[src/rtl/chsel_pkg.sv]
package chsel_pkg;

    typedef enum logic {
        MODE_SINGLE = 1'b0,
        MODE_PAIR   = 1'b1
    } chsel_mode_e;

    function automatic int unsigned umax(input int unsigned a, input int unsigned b);
        return (a > b) ? a : b;
    endfunction

endpackage

[src/rtl/chsel_addr_hold.sv]
module chsel_addr_hold #(
    parameter int ADDR_W = 4
) (
    input  logic              clk,
    input  logic              rst_n,
    input  logic              pass_en,
    input  logic [ADDR_W-1:0] addr_in,
    output logic [ADDR_W-1:0] addr_nxt,
    output logic              addr_moved
);

    typedef struct packed {
        logic [ADDR_W-1:0] addr;
    } hold_st_t;

    hold_st_t st_d, st_q;

    always_comb begin
        st_d = st_q;
        if (pass_en) begin
            st_d.addr = addr_in;
        end
    end

    always_ff @(posedge clk) begin
        if (!rst_n) begin
            st_q <= '0;
        end else begin
            st_q <= st_d;
        end
    end

    assign addr_nxt   = st_d.addr;
    assign addr_moved = (st_d.addr != st_q.addr);

endmodule

[src/rtl/chsel_route.sv]
module chsel_route
    import chsel_pkg::*;
#(
    parameter  int ADDR_W = 4,
    localparam int BANK_N = 1 << (ADDR_W - 1)
) (
    input  logic [ADDR_W-1:0] addr,
    input  chsel_mode_e       mode,
    output logic [BANK_N-1:0] hi_sel,
    output logic [BANK_N-1:0] lo_sel
);

    localparam int LANE_W = ADDR_W - 1;

    logic              upper;
    logic [LANE_W-1:0] lane;

    assign upper = addr[ADDR_W-1];
    assign lane  = addr[LANE_W-1:0];

    // Each lane closes in the low bank whenever the upper bit is set; in the
    // high bank it closes for a low address (single) or alongside its partner (pair).
    generate
        for (genvar i = 0; i < BANK_N; i++) begin : g_lane
            logic hit;
            assign hit       = (lane == LANE_W'(i));
            assign hi_sel[i] = hit & ((mode == MODE_PAIR) ? upper : ~upper);
            assign lo_sel[i] = hit & upper;
        end
    endgenerate

endmodule

[src/rtl/chsel_settle.sv]
module chsel_settle
    import chsel_pkg::*;
#(
    parameter  int unsigned ADDR_CYC = 300,
    parameter  int unsigned MODE_CYC = 200,
    localparam int unsigned LONG_CYC = umax(ADDR_CYC, MODE_CYC),
    localparam int unsigned CNT_W    = $clog2(LONG_CYC + 1)
) (
    input  logic clk,
    input  logic rst_n,
    input  logic addr_moved,
    input  logic mode_moved,
    output logic busy
);

    typedef struct packed {
        logic [CNT_W-1:0] left;
    } settle_st_t;

    settle_st_t st_d, st_q;

    logic [CNT_W-1:0] carry_left;
    logic [CNT_W-1:0] need_addr;
    logic [CNT_W-1:0] need_mode;
    logic [CNT_W-1:0] need;

    always_comb begin
        carry_left = (st_q.left == '0) ? '0 : st_q.left - 1'b1;
        need_addr  = addr_moved ? CNT_W'(ADDR_CYC) : '0;
        need_mode  = mode_moved ? CNT_W'(MODE_CYC) : '0;
        need       = (need_addr > need_mode) ? need_addr : need_mode;
        st_d       = st_q;
        st_d.left  = (need > carry_left) ? need : carry_left;
    end

    always_ff @(posedge clk) begin
        if (!rst_n) begin
            st_q <= '0;
        end else begin
            st_q <= st_d;
        end
    end

    assign busy = (st_q.left != '0);

endmodule

[src/rtl/chan_sel_decoder.sv]
module chan_sel_decoder
    import chsel_pkg::*;
#(
    parameter  int          ADDR_W          = 4,
    parameter  int unsigned ADDR_SETTLE_CYC = 300,
    parameter  int unsigned MODE_SETTLE_CYC = 200,
    localparam int          BANK_N          = 1 << (ADDR_W - 1)
) (
    input  logic              clk,
    input  logic              rst_n,
    input  logic [ADDR_W-1:0] addr_i,
    input  logic              pass_i,
    input  logic              diff_i,
    output logic [BANK_N-1:0] hi_sel_o,
    output logic [BANK_N-1:0] lo_sel_o,
    output logic              hi_en_o,
    output logic              lo_en_o,
    output logic              busy_o
);

    typedef struct packed {
        logic [BANK_N-1:0] hi;
        logic [BANK_N-1:0] lo;
        logic              hi_en;
        logic              lo_en;
        logic              mode;
    } out_st_t;

    out_st_t st_d, st_q;

    logic [ADDR_W-1:0] addr_nxt;
    logic              addr_moved;
    logic              mode_moved;
    chsel_mode_e       mode_now;
    logic [BANK_N-1:0] route_hi;
    logic [BANK_N-1:0] route_lo;

    chsel_addr_hold #(.ADDR_W(ADDR_W)) u_hold (
        .clk        (clk),
        .rst_n      (rst_n),
        .pass_en    (pass_i),
        .addr_in    (addr_i),
        .addr_nxt   (addr_nxt),
        .addr_moved (addr_moved)
    );

    assign mode_now = diff_i ? MODE_PAIR : MODE_SINGLE;

    chsel_route #(.ADDR_W(ADDR_W)) u_route (
        .addr   (addr_nxt),
        .mode   (mode_now),
        .hi_sel (route_hi),
        .lo_sel (route_lo)
    );

    always_comb begin
        st_d       = st_q;
        st_d.hi    = route_hi;
        st_d.lo    = route_lo;
        st_d.hi_en = |route_hi;
        st_d.lo_en = |route_lo;
        st_d.mode  = diff_i;
    end

    assign mode_moved = (st_d.mode != st_q.mode);

    always_ff @(posedge clk) begin
        if (!rst_n) begin
            st_q <= '0;
        end else begin
            st_q <= st_d;
        end
    end

    chsel_settle #(
        .ADDR_CYC (ADDR_SETTLE_CYC),
        .MODE_CYC (MODE_SETTLE_CYC)
    ) u_settle (
        .clk        (clk),
        .rst_n      (rst_n),
        .addr_moved (addr_moved),
        .mode_moved (mode_moved),
        .busy       (busy_o)
    );

    assign hi_sel_o = st_q.hi;
    assign lo_sel_o = st_q.lo;
    assign hi_en_o  = st_q.hi_en;
    assign lo_en_o  = st_q.lo_en;

endmodule

[config.mk]
export PLATFORM = sky130hd
export DESIGN_NAME = chan_sel_decoder
export DESIGN_NICKNAME = d
export VERILOG_FILES = /design/src/rtl/chsel_pkg.sv /design/src/rtl/chsel_addr_hold.sv /design/src/rtl/chsel_route.sv /design/src/rtl/chsel_settle.sv /design/src/rtl/chan_sel_decoder.sv
export SDC_FILE = /design/constraint.sdc
export NUM_CORES = 1
export LEC_CHECK = 0
export ABC_CLOCK_PERIOD_IN_PS = 5350
export BUFFER_PORTS_ARGS = -buffer_cell sky130_fd_sc_hd__buf_2
export CAP_MARGIN = 30
export CORE_ASPECT_RATIO = 0.7
export CORE_UTILIZATION = 30
export DETAILED_ROUTE_END_ITERATION = 8
export PLACE_DENSITY = 0.45
export SYNTH_ARGS = -nofsm -noshare
export SYNTH_HDL_FRONTEND = slang
export SYNTH_HIERARCHICAL = 1
export SYNTH_SLANG_ARGS = --single-unit
[constraint.sdc]
create_clock -name clk -period 5.35 [get_ports clk]
set_clock_uncertainty 0.2 [all_clocks]
set_input_delay 1.605 -clock clk [delete_from_list [all_inputs] [get_ports clk]]
set_output_delay 1.605 -clock clk [all_outputs]
set_load 0.05 [all_outputs]
==> impl_summary.md <==
Status
The run finished with clean final reports.

Layout
The final-stage net count is 210. In the final layout, the multi-input gates occupy 875 um^2. In the final layout, flip-flops and latches occupy 641 um^2. Leaving out fill and tap cells, the most frequent cell in the layout is dfxtp_1. The layout cell share with drive strength beyond 1 is 30.1%.

In the layout the commonest cells are dfxtp_1, buf_2, and2_2, nand2_1, nor3_1. Relative to the synthesized area, the layout overhead comes to 10.3%. Once layout is complete, the utilization of the core stands at 34.9%. 0 antenna diodes ended up in the layout. The total of fill cells in the finished design is 552.

Logic synthesis
The number of nets in the synthesized netlist is 195. Summed over its instances, the top area cell type makes up 38.1% of the synthesized netlist area. Summing every instance area after synthesis gives 1680 um^2. The unique cell type count in the Yosys netlist is 41. The fraction of registers with async set/reset is 0%. The cell count after synthesis is 180. After synthesis, the cell types taking the most area are dfxtp_1, buf_4, and2_2, ha_1, xor2_1.

The synthesized design contains 0 enable-type register cells. For this run, the leading register cell type out of synthesis is dfxtp_1. The share of synthesized area occupied by flip-flops and latches is 38.1%.

Summed over all instances, the cell type with the most area after synthesis is dfxtp_1. During synthesis, Yosys emitted a total of 6 warnings. The synthesis-stage register bit count is 32. In this run the mean area of a mapped cell was 9.35 um^2.

Power
The total leakage power is 0.000820 uW. For this design the ratio of total power to cell area is 540 nW/um^2. The maximum VDD drop is 0.307 mV.

Total power for the finished layout comes to 1000 uW.

Critical path
Tracing the worst setup path back leads to its startpoint at addr_i[3]. The worst setup path category is in -> reg. The category of the worst setup path launch point is an input port. The required time reported for the critical path endpoint is 5.35 ns. Data arrives at the worst endpoint at 3.85 ns.

The reg2reg setup slack is 2.46 ns. The startpoint of the worst register-to-register path is u_settle/st_q[0]. The biggest fanout along the worst timing path is 6. The worst setup path is captured at a flop.

The path depth of the worst reg2reg path is 11. The worst reg2reg path endpoint is u_settle/st_q[3]. The endpoint of the worst setup timing path is u_settle/st_q[3].

Routing
For this run, design rule violations remaining after detail routing come to 0. Across all layers, the routed design uses 1218 vias. The routed via count divided by cell count is 4.54. In the final routed layout, each cell accounts on average for 12.4 um. Before antenna repair, the detailed router went through 4 iterations.

The total wire length after detailed routing is 3340 um. The number of routed nets with antenna violations is 0. After the first detailed-routing iteration, the DRC count stood at 38.

STA
Setup repair after global routing left no endpoint under its margin. The relative max-transition margin is 63.5%. The hold violation total from the final report is 0. Subtracting the final worst setup slack from the clock period gives 3.85 ns. The number of pins exceeding their max-slew limit in the final report is 0.

Setup violations remaining at the end of the flow were counted as 0. The worst path uses 71.9% of the clock period. The final setup TNS is 0 ns. The worst-margin pin slew is 0.546 ns. Static timing analysis puts the maximum clock frequency at 260 MHz.

Die
After floorplanning, the core was sized to cover 5310 um^2. The starting utilization of the core area is 31.7%. The die is 91.5 um wide. The die area is 5920 um^2. 27 I/O pins were placed. The height of the chip is 64.7 um. The floorplan has 22 rows.

Placed design
The HPWL after detailed placement is 2570 um. Buffers placed on the I/O ports in this run total 26. The final estimated routing congestion in global placement is 0.866.

Clock network
The maximum number of buffers from clock root to sink is 2. The number of setup buffers added after CTS is 0. The hold buffer count at cts is 0.

The clock sink count is 32. At the later pin of the worst-skew pair, clock insertion delay measures 0.27 ns. The clock tree from TritonCTS is built. In this run the number of H-tree levels came out at 2. The clock root buffer is clkbuf_8. In this run, CTS created clock tree buffers numbering 5.

The count of cells resized by post-cts repair is 0. Clock-pin slew was measured on the worst setup and hold paths at 0.06 ns.

Min path
The worst min-delay path category is reg -> reg.

Global routing
Entering global routing, the biggest net connects 30 pins. For this run the aggregate overflow at the end of global routing stands at 0. The global-route wire length before repair is 5730 um. The initial antenna violation count came to 0.

The total routing usage reported by global routing is 12.4%. The via count of the first global-routing pass was 1217.

Flow run
Max-cap violations in this run came to 0.
## worst min path at each step
stage	start	depth (start not counted)	slack, ns	endpoint
2_1_floorplan	u_settle/st_q[0]	1	0.25	u_settle/st_q[0]
5_1_grt	u_settle/st_q[0]	1	0.34	u_settle/st_q[0]
3_3_place_gp	u_settle/st_q[0]	1	0.28	u_settle/st_q[0]
6_report	u_settle/st_q[0]	1	0.30	u_settle/st_q[0]
4_1_cts	u_settle/st_q[0]	1	0.30	u_settle/st_q[0]
3_5_place_dp	u_settle/st_q[0]	1	0.29	u_settle/st_q[0]
## per-layer routing
metal  up-vias  global-route usage [%]  part of all wire (%)
met4         0                    4.17                  0.87
li1        634                       -                     -
met3         2                    4.11                   6.7
met5         -                       0                     0
met1       552                    17.9                    55
met2        30                    16.9                    38
## where the power goes
group | internal [uW] | total, uW | leakage [uW] | switching, uW
registers | 276 | 320 | 0.000262 | 43.5
logic | 194 | 503 | 0.000511 | 309
clock network | 90.5 | 179 | 0.0000479 | 88.5
total | 561 | 1000 | 0.000820 | 441
## kinds of logic after synthesis
family                   count (synthesis)  share of synthesized area [%]
AO/OA/AOI/OAI                           23                           10.3
XOR/XNOR                                 9                           4.68
adder cells (fa/ha/maj)                  7                           5.20
buffers and inverters                   26                           9.96
flip-flops                              32                           38.1
multiplexers                             7                           4.68
AND/OR/NAND/NOR                         76                           27.1
## critical path: stages
cell and delay (ns):
buf_2 0.11, xor2_1 0.14, o41a_1 0.52, nor2b_1 0.25
ha_1 0.20, nand4_1 0.18, nor2_1 0.20, o21ai_1 0.14
a21oi_2 0.30, mux2i_1 0.21
## flip-flops by register name (all words and copies together), names as in the netlist
| signal | count |
|---|---|
| hi_en_o | 1 |
| u_hold/st_q | 4 |
| hi_sel_o | 8 |
| lo_en_o | 1 |
| lo_sel_o | 8 |
| st_q | 1 |
| u_settle/st_q | 9 |
## synth_stat cells, types with 2 or more instances
cell      count
dfxtp_1      32
buf_4        16
and2_2       13
nand2_1      13
nor3_1       11
nor2_1       10
and2_1        8
xor2_1        8
a21oi_1       7
ha_1          7
inv_1         7
nor4_1        6
o31ai_1       5
mux2_2        3
mux2i_1       3
a211o_1       2
a21boi_0      2
nand2b_1      2
nand4_1       2
o21ai_0       2
## through the flow
| stage | area [um^2] | worst slack, ns | std cells | hold WS (ns) |
|---|---|---|---|---|
| detailed placement | 1770 | 1.22 | 260 | 0.289 |
| finish | 1860 | 1.50 | 268 | 0.298 |
| floorplan | 1680 | 1.59 | 180 | 0.249 |
| CTS | 1860 | 1.50 | 268 | 0.304 |
| global placement | 1770 | 1.32 | 260 | 0.284 |
| global route | 1860 | 1.26 | 268 | 0.344 |
## final cells by class
class | count | share of cell area, %
Timing Repair Buffer | 26 | 7.01
Inverter | 8 | 1.75
Clock buffer | 5 | 3.71
Sequential cell | 32 | 34.5
Tap cell | 72 | 4.86
Multi-Input combinational cell | 122 | 47.1
Clock inverter | 3 | 1.01
(Power assumes the default switching activity.)
